<file path="src/rtl/fmon_pkg.sv">
`timescale 1ns/1ps
package fmon_pkg;

  localparam int CODE_W = 3;

  typedef enum logic [2:0] {
    ST_IDLE    = 3'd0,
    ST_GOT_SOF = 3'd1,
    ST_GOT_IP  = 3'd2,
    ST_PAYLOAD = 3'd3,
    ST_RESYNC  = 3'd4
  } seq_state_t;

  typedef enum logic [CODE_W-1:0] {
    V_NONE      = 3'd0,
    V_NO_BEAT   = 3'd1,
    V_MULTI     = 3'd2,
    V_REOPEN    = 3'd3,
    V_OUTSIDE   = 3'd4,
    V_DUP_PAY   = 3'd5,
    V_EARLY_END = 3'd6,
    V_ORDER     = 3'd7
  } viol_t;

  typedef struct packed {
    logic fstart;
    logic ipstart;
    logic pstart;
    logic fend;
  } marks_t;

  // Rule for a single qualified marker, given the current progress step.
  function automatic viol_t judge_single(seq_state_t st, marks_t m);
    viol_t v;
    v = V_NONE;
    case (st)
      ST_IDLE:    v = m.fstart  ? V_NONE : V_OUTSIDE;
      ST_GOT_SOF: v = m.ipstart ? V_NONE : m.fstart ? V_REOPEN :
                      m.fend    ? V_EARLY_END : V_ORDER;
      ST_GOT_IP:  v = m.pstart  ? V_NONE : m.fstart ? V_REOPEN :
                      m.fend    ? V_EARLY_END : V_ORDER;
      ST_PAYLOAD: v = m.fend    ? V_NONE : m.fstart ? V_REOPEN :
                      m.pstart  ? V_DUP_PAY : V_ORDER;
      default:    v = V_NONE;
    endcase
    return v;
  endfunction

  // Next step on a legal marker.
  function automatic seq_state_t advance(seq_state_t st);
    seq_state_t n;
    case (st)
      ST_IDLE:    n = ST_GOT_SOF;
      ST_GOT_SOF: n = ST_GOT_IP;
      ST_GOT_IP:  n = ST_PAYLOAD;
      default:    n = ST_IDLE;
    endcase
    return n;
  endfunction

  function automatic logic is_open(seq_state_t st);
    return (st == ST_GOT_SOF) || (st == ST_GOT_IP) || (st == ST_PAYLOAD);
  endfunction

endpackage

</file>
<file path="src/rtl/fmon_qual.sv">
`timescale 1ns/1ps
module fmon_qual
  import fmon_pkg::*;
(
  input  marks_t marks,
  input  logic   beat_en,
  output logic   any_mark,
  output logic   multi_mark,
  output logic   unqualified
);
  logic [2:0] n_marks;

  always_comb begin
    n_marks = 3'(marks.fstart) + 3'(marks.ipstart) + 3'(marks.pstart) + 3'(marks.fend);
  end

  assign any_mark    = (n_marks != 3'd0);
  assign multi_mark  = (n_marks > 3'd1);
  assign unqualified = any_mark && !beat_en;
endmodule

</file>
<file path="src/rtl/fmon_seq.sv">
`timescale 1ns/1ps
module fmon_seq
  import fmon_pkg::*;
(
  input  logic       clk,
  input  logic       rst_n,
  input  logic       clr,
  input  marks_t     marks,
  input  logic       beat_en,
  input  logic       any_mark,
  input  logic       multi_mark,
  input  logic       unqualified,
  output seq_state_t state_o,
  output viol_t      viol_o
);
  seq_state_t st, st_nx;
  viol_t      v;

  always_comb begin
    v     = V_NONE;
    st_nx = st;
    if (clr) begin
      st_nx = ST_IDLE;
    end else if (st == ST_RESYNC) begin
      if (marks.fstart && beat_en && !multi_mark) st_nx = ST_GOT_SOF;
    end else if (any_mark) begin
      if (unqualified)     v = V_NO_BEAT;
      else if (multi_mark) v = V_MULTI;
      else                 v = judge_single(st, marks);
      st_nx = (v == V_NONE) ? advance(st) : ST_RESYNC;
    end
  end

  always_ff @(posedge clk or negedge rst_n) begin
    if (!rst_n) st <= ST_IDLE;
    else        st <= st_nx;
  end

  assign state_o = st;
  assign viol_o  = v;

  // A legal frame end always closes back to no-frame.
  assert_end_closes_R2: assert property (@(posedge clk) disable iff (!rst_n)
    (st == ST_PAYLOAD && marks.fend && beat_en && !multi_mark && !clr) |=> (st == ST_IDLE))
    else $error("frame end did not close frame");
endmodule

</file>
<file path="src/rtl/fmon_trig.sv">
`timescale 1ns/1ps
module fmon_trig
  import fmon_pkg::*;
(
  input  logic                clk,
  input  logic                rst_n,
  input  logic                clr,
  input  viol_t               viol,
  output logic                trig_o,
  output logic [CODE_W-1:0]   code_o
);
  logic              trig_q;
  logic [CODE_W-1:0] code_q;

  always_ff @(posedge clk or negedge rst_n) begin
    if (!rst_n) begin
      trig_q <= 1'b0;
      code_q <= '0;
    end else if (clr) begin
      trig_q <= 1'b0;
      code_q <= '0;
    end else if (viol != V_NONE && !trig_q) begin
      trig_q <= 1'b1;
      code_q <= viol;
    end
  end

  assign trig_o = trig_q;
  assign code_o = code_q;

  assert_sticky_code_R10: assert property (@(posedge clk) disable iff (!rst_n)
    (trig_q && !clr) |=> (trig_q && $stable(code_q)))
    else $error("trigger or code changed without clear");

  assert_code_nonzero_R10: assert property (@(posedge clk) disable iff (!rst_n)
    $rose(trig_q) |-> (code_q != 3'd0))
    else $error("trigger rose with empty code");
endmodule

</file>
<file path="src/rtl/fmon_count.sv">
`timescale 1ns/1ps
module fmon_count #(
  parameter int W = 16
) (
  input  logic         clk,
  input  logic         rst_n,
  input  logic         inc,
  output logic [W-1:0] count_o
);
  localparam logic [W-1:0] TOP = {W{1'b1}};

  function automatic logic [W-1:0] sat_step(logic [W-1:0] c);
    return (c == TOP) ? c : c + 1'b1;
  endfunction

  logic [W-1:0] cnt;

  always_ff @(posedge clk or negedge rst_n) begin
    if (!rst_n)   cnt <= '0;
    else if (inc) cnt <= sat_step(cnt);
  end

  assign count_o = cnt;

  assert_count_step_R11: assert property (@(posedge clk) disable iff (!rst_n)
    (inc && cnt != TOP) |=> (cnt == W'($past(cnt) + 1'b1)))
    else $error("counter missed a violation");

  assert_no_wrap_R11: assert property (@(posedge clk) disable iff (!rst_n)
    (cnt == TOP) |=> (cnt == TOP))
    else $error("counter wrapped");
endmodule

</file>
<file path="src/rtl/frame_seq_monitor.sv">
`timescale 1ns/1ps
module frame_seq_monitor
  import fmon_pkg::*;
#(
  parameter int CNT_W = 16
) (
  input  logic             clk,
  input  logic             rst_n,
  input  logic             clr_i,
  input  logic             frm_start_i,
  input  logic             ip_start_i,
  input  logic             pay_start_i,
  input  logic             frm_end_i,
  input  logic             beat_en_i,
  output logic             trig_o,
  output logic [2:0]       trig_code_o,
  output logic [CNT_W-1:0] viol_count_o,
  output logic             frame_open_o
);
  marks_t     marks;
  logic       any_mark, multi_mark, unqualified;
  seq_state_t state;
  viol_t      viol;
  logic       viol_seen;

  assign marks = '{fstart: frm_start_i, ipstart: ip_start_i,
                   pstart: pay_start_i, fend: frm_end_i};

  fmon_qual u_qual (
    .marks(marks), .beat_en(beat_en_i),
    .any_mark(any_mark), .multi_mark(multi_mark), .unqualified(unqualified)
  );

  fmon_seq u_seq (
    .clk(clk), .rst_n(rst_n), .clr(clr_i), .marks(marks), .beat_en(beat_en_i),
    .any_mark(any_mark), .multi_mark(multi_mark), .unqualified(unqualified),
    .state_o(state), .viol_o(viol)
  );

  assign viol_seen = (viol != V_NONE);

  fmon_trig u_trig (
    .clk(clk), .rst_n(rst_n), .clr(clr_i), .viol(viol),
    .trig_o(trig_o), .code_o(trig_code_o)
  );

  fmon_count #(.W(CNT_W)) u_count (
    .clk(clk), .rst_n(rst_n), .inc(viol_seen), .count_o(viol_count_o)
  );

  assign frame_open_o = is_open(state);

  assert_open_needs_start_R2: assert property (@(posedge clk) disable iff (!rst_n)
    $rose(frame_open_o) |-> $past(frm_start_i && beat_en_i))
    else $error("frame opened without a frame start");

  assert_resync_quiet_R12: assert property (@(posedge clk) disable iff (!rst_n)
    (state == ST_RESYNC) |=> $stable(viol_count_o))
    else $error("violation counted while resynchronising");

  assert_clear_R13: assert property (@(posedge clk) disable iff (!rst_n)
    clr_i |=> (!trig_o && trig_code_o == 3'd0 && !frame_open_o && $stable(viol_count_o)))
    else $error("clear did not release trigger");
endmodule

</file>
<file path="config.mk">
export PLATFORM = sky130hd
export DESIGN_NAME = frame_seq_monitor
export DESIGN_NICKNAME = d
export VERILOG_FILES = /design/src/rtl/fmon_pkg.sv /design/src/rtl/fmon_qual.sv /design/src/rtl/fmon_seq.sv /design/src/rtl/fmon_trig.sv /design/src/rtl/fmon_count.sv /design/src/rtl/frame_seq_monitor.sv
export SDC_FILE = /design/constraint.sdc
export NUM_CORES = 1
export LEC_CHECK = 0
export BUFFER_PORTS_ARGS = -buffer_cell sky130_fd_sc_hd__buf_2
export CORE_MARGIN = 1
export CORE_UTILIZATION = 58
export CTS_CLUSTER_DIAMETER = 30
export DETAILED_ROUTE_END_ITERATION = 7
export MAX_ROUTING_LAYER = met4
export PLACE_DENSITY_LB_ADDON = 0.12
export SLEW_MARGIN = 20
export SYNTH_ARGS = -nofsm -noshare
export SYNTH_HDL_FRONTEND = slang
export SYNTH_SLANG_ARGS = --single-unit
</file>
<file path="constraint.sdc">
create_clock -name clk -period 3.3 [get_ports clk]
set_input_delay 0.33 -clock clk [delete_from_list [all_inputs] [get_ports clk]]
set_output_delay 0.33 -clock clk [all_outputs]
set_load 0.1 [all_outputs]
</file>
# After elaboration in Yosys (flattened, before gate mapping)
# Cells that the tools add are included.
[classes] muxes=27 add_sub_neg=4 eq_ne=6 n_reduce_logical=17 bitwise_logic=1 n_lt_le_gt_ge=1
[op_table] operator="$mux W3" n=21
[op_table] operator="$add A16 B1 Y16 const B" n=1
[op_table] operator="$eq A16 B16 Y1 const B" n=1
[op_table] operator="$pmux W3 S4" n=1
[op_table] operator="$reduce_bool A3 Y1" n=3
[op_table] operator="$add A3 B1 Y3" n=2
[op_table] operator="$eq A3 B2 Y1 const B" n=2
[op_table] operator="$logic_not A3 Y1" n=2
[op_table] operator="$pmux W2 S3" n=1
[op_table] operator="$logic_and A1 B1 Y1" n=4
[op_table] operator="$reduce_and A2 Y1" n=2
[op_table] operator="$eq A3 B1 Y1 const B" n=1
[op_table] operator="$eq A3 B3 Y1 const B" n=1
[op_table] operator="$gt A3 B1 Y1 const B" n=1
[op_table] operator="$logic_not A1 Y1" n=3
[op_table] operator="$mux W1" n=3
[op_table] operator="$ne A3 B3 Y1 const B" n=1
[op_table] operator="$add A1 B1 Y2" n=1
[op_table] operator="$logic_or A1 B1 Y1" n=2
[op_table] operator="$mux W2" n=1
[op_table] operator="$reduce_bool A2 Y1" n=1
[op_table] operator="$not A1 Y1" n=1
[totals] regBits=23 elab_cells=60

# Logic depth before layout (Yosys ltp)
# Gate-level depths: netlist of the first run.
[logic_depth] ltp_word=16 mapped_depth=13 depth_no_buf=11

# By module
# A second synthesis of the first run with hierarchy kept.
[hier_totals] hier_cells=144 hier_area_um2=1483.9
[by_module_without_submodules] module="fmon_count" instances=1 seq_area_each_um2=400.4 cells_each=69 area_each_um2=800.8
[by_module_without_submodules] module="fmon_seq" instances=1 seq_area_each_um2=75.1 cells_each=42 area_each_um2=352.8
[by_module_without_submodules] module="fmon_trig" instances=1 seq_area_each_um2=100.1 cells_each=15 area_each_um2=181.4
[by_module_without_submodules] module="fmon_qual" instances=1 seq_area_each_um2=0.0 cells_each=16 area_each_um2=132.6
[by_module_without_submodules] module="frame_seq_monitor" instances=1 seq_area_each_um2=0.0 cells_each=2 area_each_um2=16.3

# Worst setup path after synthesis of the first run
# No wires, ideal clock.
[synth_timing] path_type="input port to flip-flop" from="input frm_start_i" to="register u_count.cnt[1] (netlist: u_count.count_o[1])" setup_slack_ps=493 setup_time_ps=126 cell_stages=11 required_time_ps=3174 arrival_time_ps=2682 cell_sequence="inv_1 > ha_1 > fa_1 > ha_1 > nor3_2 > o21ai_0 > a21o_1 > a31o_1 > buf_6 > nor2_1 > mux2_2"
[synth_via] elab_chain_cells=14
[synth_rtl] item="start, declared" line_no="frame_seq_monitor.sv:10" text="input logic frm_start_i,"
[synth_rtl] item="$add A1 B1 Y2" line_no="fmon_qual.sv:14" text="n_marks = 3'(marks.fstart) + 3'(marks.ipstart) + 3'(marks.pstart) + 3'(marks.fend);"
[synth_rtl] item="$add A3 B1 Y3 (2 in series)" line_no="fmon_qual.sv:14"
[synth_rtl] item="$gt A3 B1 Y1 or $reduce_bool A3 Y1 (tied branches)" line_no="fmon_qual.sv:18, fmon_qual.sv:17"
[synth_rtl] item="$mux W3 or $logic_and A1 B1 Y1 (tied branches)" line_no="fmon_seq.sv:28, fmon_qual.sv:19"
[synth_rtl] item="$mux W3" line_no="fmon_seq.sv:27" text="if (unqualified) v = V_NO_BEAT;"
[synth_rtl] item="$mux W3" line_no="fmon_seq.sv:26" text="end else if (any_mark) begin"
[synth_rtl] item="$mux W3" line_no="fmon_seq.sv:24" text="end else if (st == ST_RESYNC) begin"
[synth_rtl] item="$mux W3" line_no="fmon_seq.sv:22" text="if (clr) begin"
[synth_rtl] item="$mux W3 *" line_no="fmon_seq.sv:26"
[synth_rtl] item="$mux W3 *" line_no="fmon_seq.sv:24"
[synth_rtl] item="$mux W3 *" line_no="fmon_seq.sv:22"
[synth_rtl] item="$reduce_bool A3 Y1 *" line_no="frame_seq_monitor.sv:40" text="assign viol_seen = (viol != V_NONE);"
[synth_rtl] item="$reduce_and A2 Y1 (no line) *"
[synth_rtl] item="end signal, assigned" line_no="fmon_count.sv:20" text="else if (inc) cnt <= sat_step(cnt);"
[synth_rtl] item="end, declared" line_no="fmon_count.sv:16" text="logic [W-1:0] cnt;"
# Mark *: on every way between the ends. The rest lies on a longest branch, timed or not. The select of a mux whose other input is x is not followed.
# A chain may end at the register's enable or synchronous reset.

# Final worst setup path of the first run
[layout_timing] from="input frm_start_i" to="register u_count.cnt[4] (netlist: u_count.count_o[4])"
# The elaborated chain is that of the path after synthesis.

==> results.yml, run 1 <==
detailed_routing:
  dr_wl_met2_mm: 1.29
  viasPerCell: 5.71
  route.met3.wl_um: 69
  vias: 1125
  drt_iter0_markers: 22
  firstDrtPassIters: 4
  wl_met1_mm: 1.28
  drc: 0
  wl_mm: 2.64
  dr.max_layer_used: "met4"
  ant_nets: 0
  wire_per_inst_um: 13.4
clock_network:
  cts.sinks: 23
  htreeDepth: 1
  cts_buffers: 3
  clock_path_buffers: 2
  path_clk_slew_ns: 0.12
  cts_setup_buffers: 0
  clockRootBuffer: "clkbuf_4"
  clkLatencyLatePin_ns: 0.30
  cts_tree: "built"
grt:
  grt_usage: 0.240
  grt_pass1_wl_mm: 4.57
  grt_start_max_net_pins: 24
  antenna_found_initial: 0
  grt_pass1_vias: 1018
  overflow: 0
synth:
  ys_ff_latch: 23
  synth_edf_count: 0
  synth_top_family_by_area: "simple AND/OR/NAND/NOR gates"
  synthMuxAreaShare: 0.0226
  synth_seq_area_share: 0.416
  synthSimpleGateAreaFrac: 0.259
  ys_warn_count: 0
  syn-cell-area_sq_um: 1380
  ys.flop_type: "dfrtp_1"
  synth.avg_cell_area_sq_um: 9.88
  synth_fa_ha_area_frac: 0.0597
  yosys.area_share.xor_xnor: 0.0949
  async_reset_ff_frac: 1.00
  syn_nets: 154
  synth_cells: 140
  synth_compound_area_frac: 0.0976
  synth_cell_types: 39
setup_path:
  critPathMaxFanout: 16
  crit_type: "in -> reg"
  crit_arrival_ns: 3.05
  end_kind: "flip-flop"
  crit_path_start_kind: "primary input"
  crit_required_ns: 3.54
sta:
  fmax_mhz: 356
  setup-tns-final_ns: 0
  rsz0062_at_grt: "no"
  slew-limit-headroom: 0.670
  post-route-period-util: 0.852
  worst_pin_slew_ns: 0.495
  finalHoldViolCount: 0
  slew_viol_final: 0
  setup_viol: 0
  fin_crit_ns: 2.81
  skew_ns: 0.00440
die:
  die_h_um: 50.8
  die_w_um: 50.8
  io_pins: 29
  initial_utilization: 0.620
  core_sq_um: 2230
  rows: 17
  die-area_sq_um: 2590
finish:
  areaGrowthSynthToFinish_pct: 12.6
  diodes: 0
  fillers: 175
  finalNetCount: 184
  design_area_sq_um: 1560
  drive_gt1_frac: 0.260
  final_core_util: 0.697
worst_hold_path:
  hp-class: "in -> reg"
power_and_ir_drop:
  powerDensity_nw_per_um2: 884
  combPwrFrac: 0.579
  vdd_drop_max_v: 0.00124
  seqPwrFrac: 0.328
  p_sw_mw: 0.828
  p_leak_nw: 0.760
  internal_power_mw: 0.548
  pwr-share-clk: 0.094
  netSwitchingFraction: 0.602
placed_design:
  port_buffers: 28
  dp_hpwl_mm: 2.04
  dpl_cell_area_sq_um: 1520
  gp_congestion: 0.915
run:
  cap_violations: 0
outcome:
  status: "completed"
-- state kept, by name, indices dropped and copies added, names as in the netlist --
name and flops:
u_seq.state_o 3, u_count.count_o 16, u_trig.code_o 3, u_trig.trig_o 1
-- critical path: stages --
cell	delay (ns)
buf_2	0.11
inv_1	0.07
ha_1	0.31
fa_1	0.39
ha_1	0.30
nor3_2	0.34
o21ai_0	0.13
a21o_1	0.20
a31o_1	0.20
buf_4	0.20
nor4b_2	0.31
xor2_1	0.16
-- what timing repair did --
| action | CTS | global route |
|---|---|---|
| resized for setup | 0 | 0 |
| hold endpoints to repair | 23 | 0 |
| hold buffers | 1 | 0 |
-- routing by layer --
layer / up-vias / track usage
met5: - / -
met4: 0 / 0.0417
met3: 2 / 0.0357
met2: 20 / 0.362
met1: 554 / 0.350
li1: 549 / -
-- cells in the final DEF, fill, tap and decap left out, types with 2 or more instances in the layout --
| cell | instances |
|---|---|
| a31o_2 | 3 |
| mux2i_1 | 2 |
| a21oi_1 | 2 |
| a21o_1 | 2 |
| nand2_1 | 14 |
| nor2b_1 | 3 |
| clkbuf_4 | 3 |
| ha_1 | 5 |
| and4_1 | 2 |
| dfrtp_1 | 23 |
| o21ai_0 | 2 |
| nor2_1 | 13 |
| buf_2 | 28 |
| nand4_1 | 4 |
| nor3_1 | 7 |
| nand2b_1 | 4 |
| nor4_1 | 2 |
| nand3_1 | 6 |
| nor3_2 | 3 |
| xor2_1 | 15 |
| inv_1 | 6 |
-- final cells by class --
type	count	area, sq um	area share
clock inverter	1	5.00	0.00321
clock buffer	3	22.5	0.0145
tap	28	35.0	0.0225
sequential	23	576	0.369
multi-input combinational	106	739	0.475
inverter	6	22.5	0.0145
timing repair buffer	30	158	0.101
-- logic make-up (layout without fill, tap and decap cells) --
family,after synthesis,after routing
AOI/OAI and AO/OA,18,18
buffers and inverters,11,40
and+or+nand+nor,64,64
xor gates and xnor gates,15,15
muxes,3,3
DFF,23,23
adders and majority gates,6,6
-- Yosys cell counts, drive strengths merged, types with 3 or more instances --
library cell,count,share of area
nand3,6,0.022
nor2b,3,0.014
nor3,10,0.047
xor2,15,0.095
nor4,3,0.018
dfrtp,23,0.42
inv,6,0.016
ha,5,0.045
nand4,4,0.018
nand2,14,0.038
buf,5,0.033
nor2,13,0.035
a31o,4,0.025
nand2b,4,0.018
-- through the flow --
step	std cells	worst slack (ns)	hold slack (ns)	power, mW
final	197	0.487	0.251	1.38
after floorplan	140	0.493	0.0344	1.14
after global routing	197	0.285	0.243	1.45
after global placement	192	0.330	0.318	1.24
after detailed placement	192	0.142	0.327	1.25
after CTS	197	0.498	0.228	1.38
-- worst paths after layout --
check	startpoint	to	slack, ns	cells past startpoint
worst max register to register	u_seq.state_o[0]	u_count.count_o[4]	1.15	7
worst min-delay path	clr_i	u_seq.state_o[1]	0.25	2
min in group asynchronous	rst_n	u_count.count_o[13]	0.51	2
worst max-delay path	frm_start_i	u_count.count_o[4]	0.49	12
max in group asynchronous	rst_n	u_trig.code_o[1]	2.45	2
worst min register to register	u_count.count_o[10]	u_count.count_o[10]	0.49	1
-- power by group through the flow --
stage | clock network [mW] | registers [mW] | logic (mW)
after floorplan | 0 | 0.895 | 0.242
after detailed placement | 0 | 0.455 | 0.798
after global placement | 0 | 0.449 | 0.790
final | 0.129 | 0.451 | 0.797
after CTS | 0.133 | 0.450 | 0.799
after global routing | 0.145 | 0.464 | 0.836
No activity file was read; power rests on OpenSTA's default activity.
==> run 2: changes to the inputs <==
Settings changed: CORE_UTILIZATION 58 to 53.
Clock period 3.3 ns to 2.88 ns, I/O delays scaled along.
==> run 2 against run 1 <==
Core utilization decreased by 3.9 points. Count of clock-buffer cells in the layout unchanged. Highest routed layer unchanged. Wire length increased by 15%. Clock skew increased by 0.010 ns.
==> results.yml, run 2 (synthesis gave the netlist of run 1 again) <==
outcome:
  status: "completed"
clock_network:
  clkLatencyLatePin_ns: 0.33
  cts_buffers: 3
  clockRootBuffer: "clkbuf_4"
  clock_path_buffers: 2
  cts.sinks: 23
  cts_tree: "built"
  path_clk_slew_ns: 0.12
  cts_resized: 0
  htreeDepth: 1
worst_hold_path:
  hp-class: "in -> reg"
  min_to: "u_seq.state_o[1]"
  holdPathStages: 2
  holdCritStartpoint: "clr_i"
sta:
  setup_viol: 0
  slew-limit-headroom: 0.667
  worst_pin_slew_ns: 0.500
  setup-tns-final_ns: 0
  fmax_mhz: 386
  fin_crit_ns: 2.59
  timing.final.ws_setup_ns: 0.292
  post-route-period-util: 0.899
  skew_ns: 0.0146
  finalHoldViolCount: 0
  rsz0062_at_grt: "no"
  hold_slack_ns: 0.189
  slew_viol_final: 0
setup_path:
  r2r_setup_slack_ns: 0.71
  critPathMaxFanout: 11
  ff2ff_path_depth: 7
  crit_path_start_kind: "primary input"
  crit_arrival_ns: 2.80
  rr_startpoint: "u_count.count_o[0]"
  crit_type: "in -> reg"
  end_kind: "flip-flop"
  crit_required_ns: 3.09
  reg2reg_to: "u_count.count_o[1]"
run:
  cap_violations: 0
die:
  die-area_sq_um: 2820
  die_w_um: 53.1
  rows: 18
  io_pins: 29
  die_h_um: 53.1
  core_sq_um: 2480
  initial_utilization: 0.559
grt:
  grt_pass1_wl_mm: 4.82
  overflow: 0
  grt_pass1_vias: 1123
  use_met1: 0.297
  use_met3: 0.0402
  antenna_found_initial: 0
  grt_usage: 0.246
  grtUsageMet2: 0.397
  grt_start_max_net_pins: 24
  top_usage_layer: "met2"
detailed_routing:
  wl_mm: 3.03
  wire_per_inst_um: 14.6
  drc: 0
  drt_iter0_markers: 28
  firstDrtPassIters: 4
  vias: 1181
  viasPerCell: 5.68
  ant_nets: 0
finish:
  diodes: 0
  final_cell_mix: "buf_2 (28), dfrtp_1 (23), xor2_1 (15)"
  drive_gt1_frac: 0.298
  largest_reg_flops: 16
  final_core_util: 0.658
  layout_commonest_cell: "buf_2"
  areaGrowthSynthToFinish_pct: 17.8
  finalNetCount: 193
  fillers: 200
power_and_ir_drop:
  powerDensity_nw_per_um2: 1000
  vdd_drop_max_v: 0.00106
  p_leak_nw: 0.800
placed_design:
  gp_congestion: 0.839
  dp_hpwl_mm: 2.23
  port_buffers: 28
  pre_cts_slack_ns: -0.0162
==> run 2: cell count changes in the layout (fill, tap and decap cells not counted) <==
cell / previous run / this run
buf_4: 1 / 10
clkinv_2: 1 / 0
clkinvlp_4: 0 / 1
==> run 2: critical path, stage by stage <==
cell and delay, ns:
buf_2 0.09, inv_1 0.05, ha_1 0.31, fa_1 0.40, ha_1 0.30, nor3_2 0.23
buf_4 0.16, nor2_1 0.04, a31oi_1 0.22, a31o_1 0.26, buf_4 0.21, nor3_1 0.09
xor2_1 0.16
==> run 2: routing by layer <==
layer,vias to the layer above,wire [um]
met3,10,140
met1,564,1330
met5,-,0
li1,565,-
met4,0,70
met2,42,1500
==> run 2: final cells by class <==
cell class	instances	area, sq um	share of cell area
multi-input combinational	106	739	0.454
sequential	23	576	0.353
timing repair buffer	39	225	0.138
tap	30	37.5	0.0230
clock buffer	3	22.5	0.0138
inverter	6	22.5	0.0138
clock inverter	1	7.51	0.00460
==> run 2: timing repair <==
item / in CTS / in global routing
hold buffers: 1 / 0
endpoints found under the hold margin: 23 / 0
setup buffers: 0 / 0
==> run 2: worst max-delay path by stage <==
stage	startpoint	endpoint	slack, ns	cells after the start
finish	frm_start_i	u_count.count_o[10]	0.29	13
global route	frm_start_i	u_count.count_o[6]	0.22	13
CTS	frm_start_i	u_count.count_o[10]	0.34	13
detailed placement	frm_start_i	u_count.count_o[1]	-0.02	11
global placement	frm_start_i	u_count.count_o[10]	0.09	13
floorplan	frm_start_i	u_count.count_o[1]	0.11	11
==> run 2: per-stage QoR <==
step                      total power [mW]  area [sq um]  instances
after floorplan                       1.30          1380        140
after global placement                1.45          1590        203
after detailed placement              1.47          1590        203
after CTS                             1.64          1630        208
after global routing                  1.70          1630        208
final                                 1.63          1630        208
==> run 2: power breakdown <==
part           internal (mW)  switching (mW)
clock network         0.0532           0.105
logic                  0.195           0.756
registers              0.405           0.118
total                  0.653           0.980
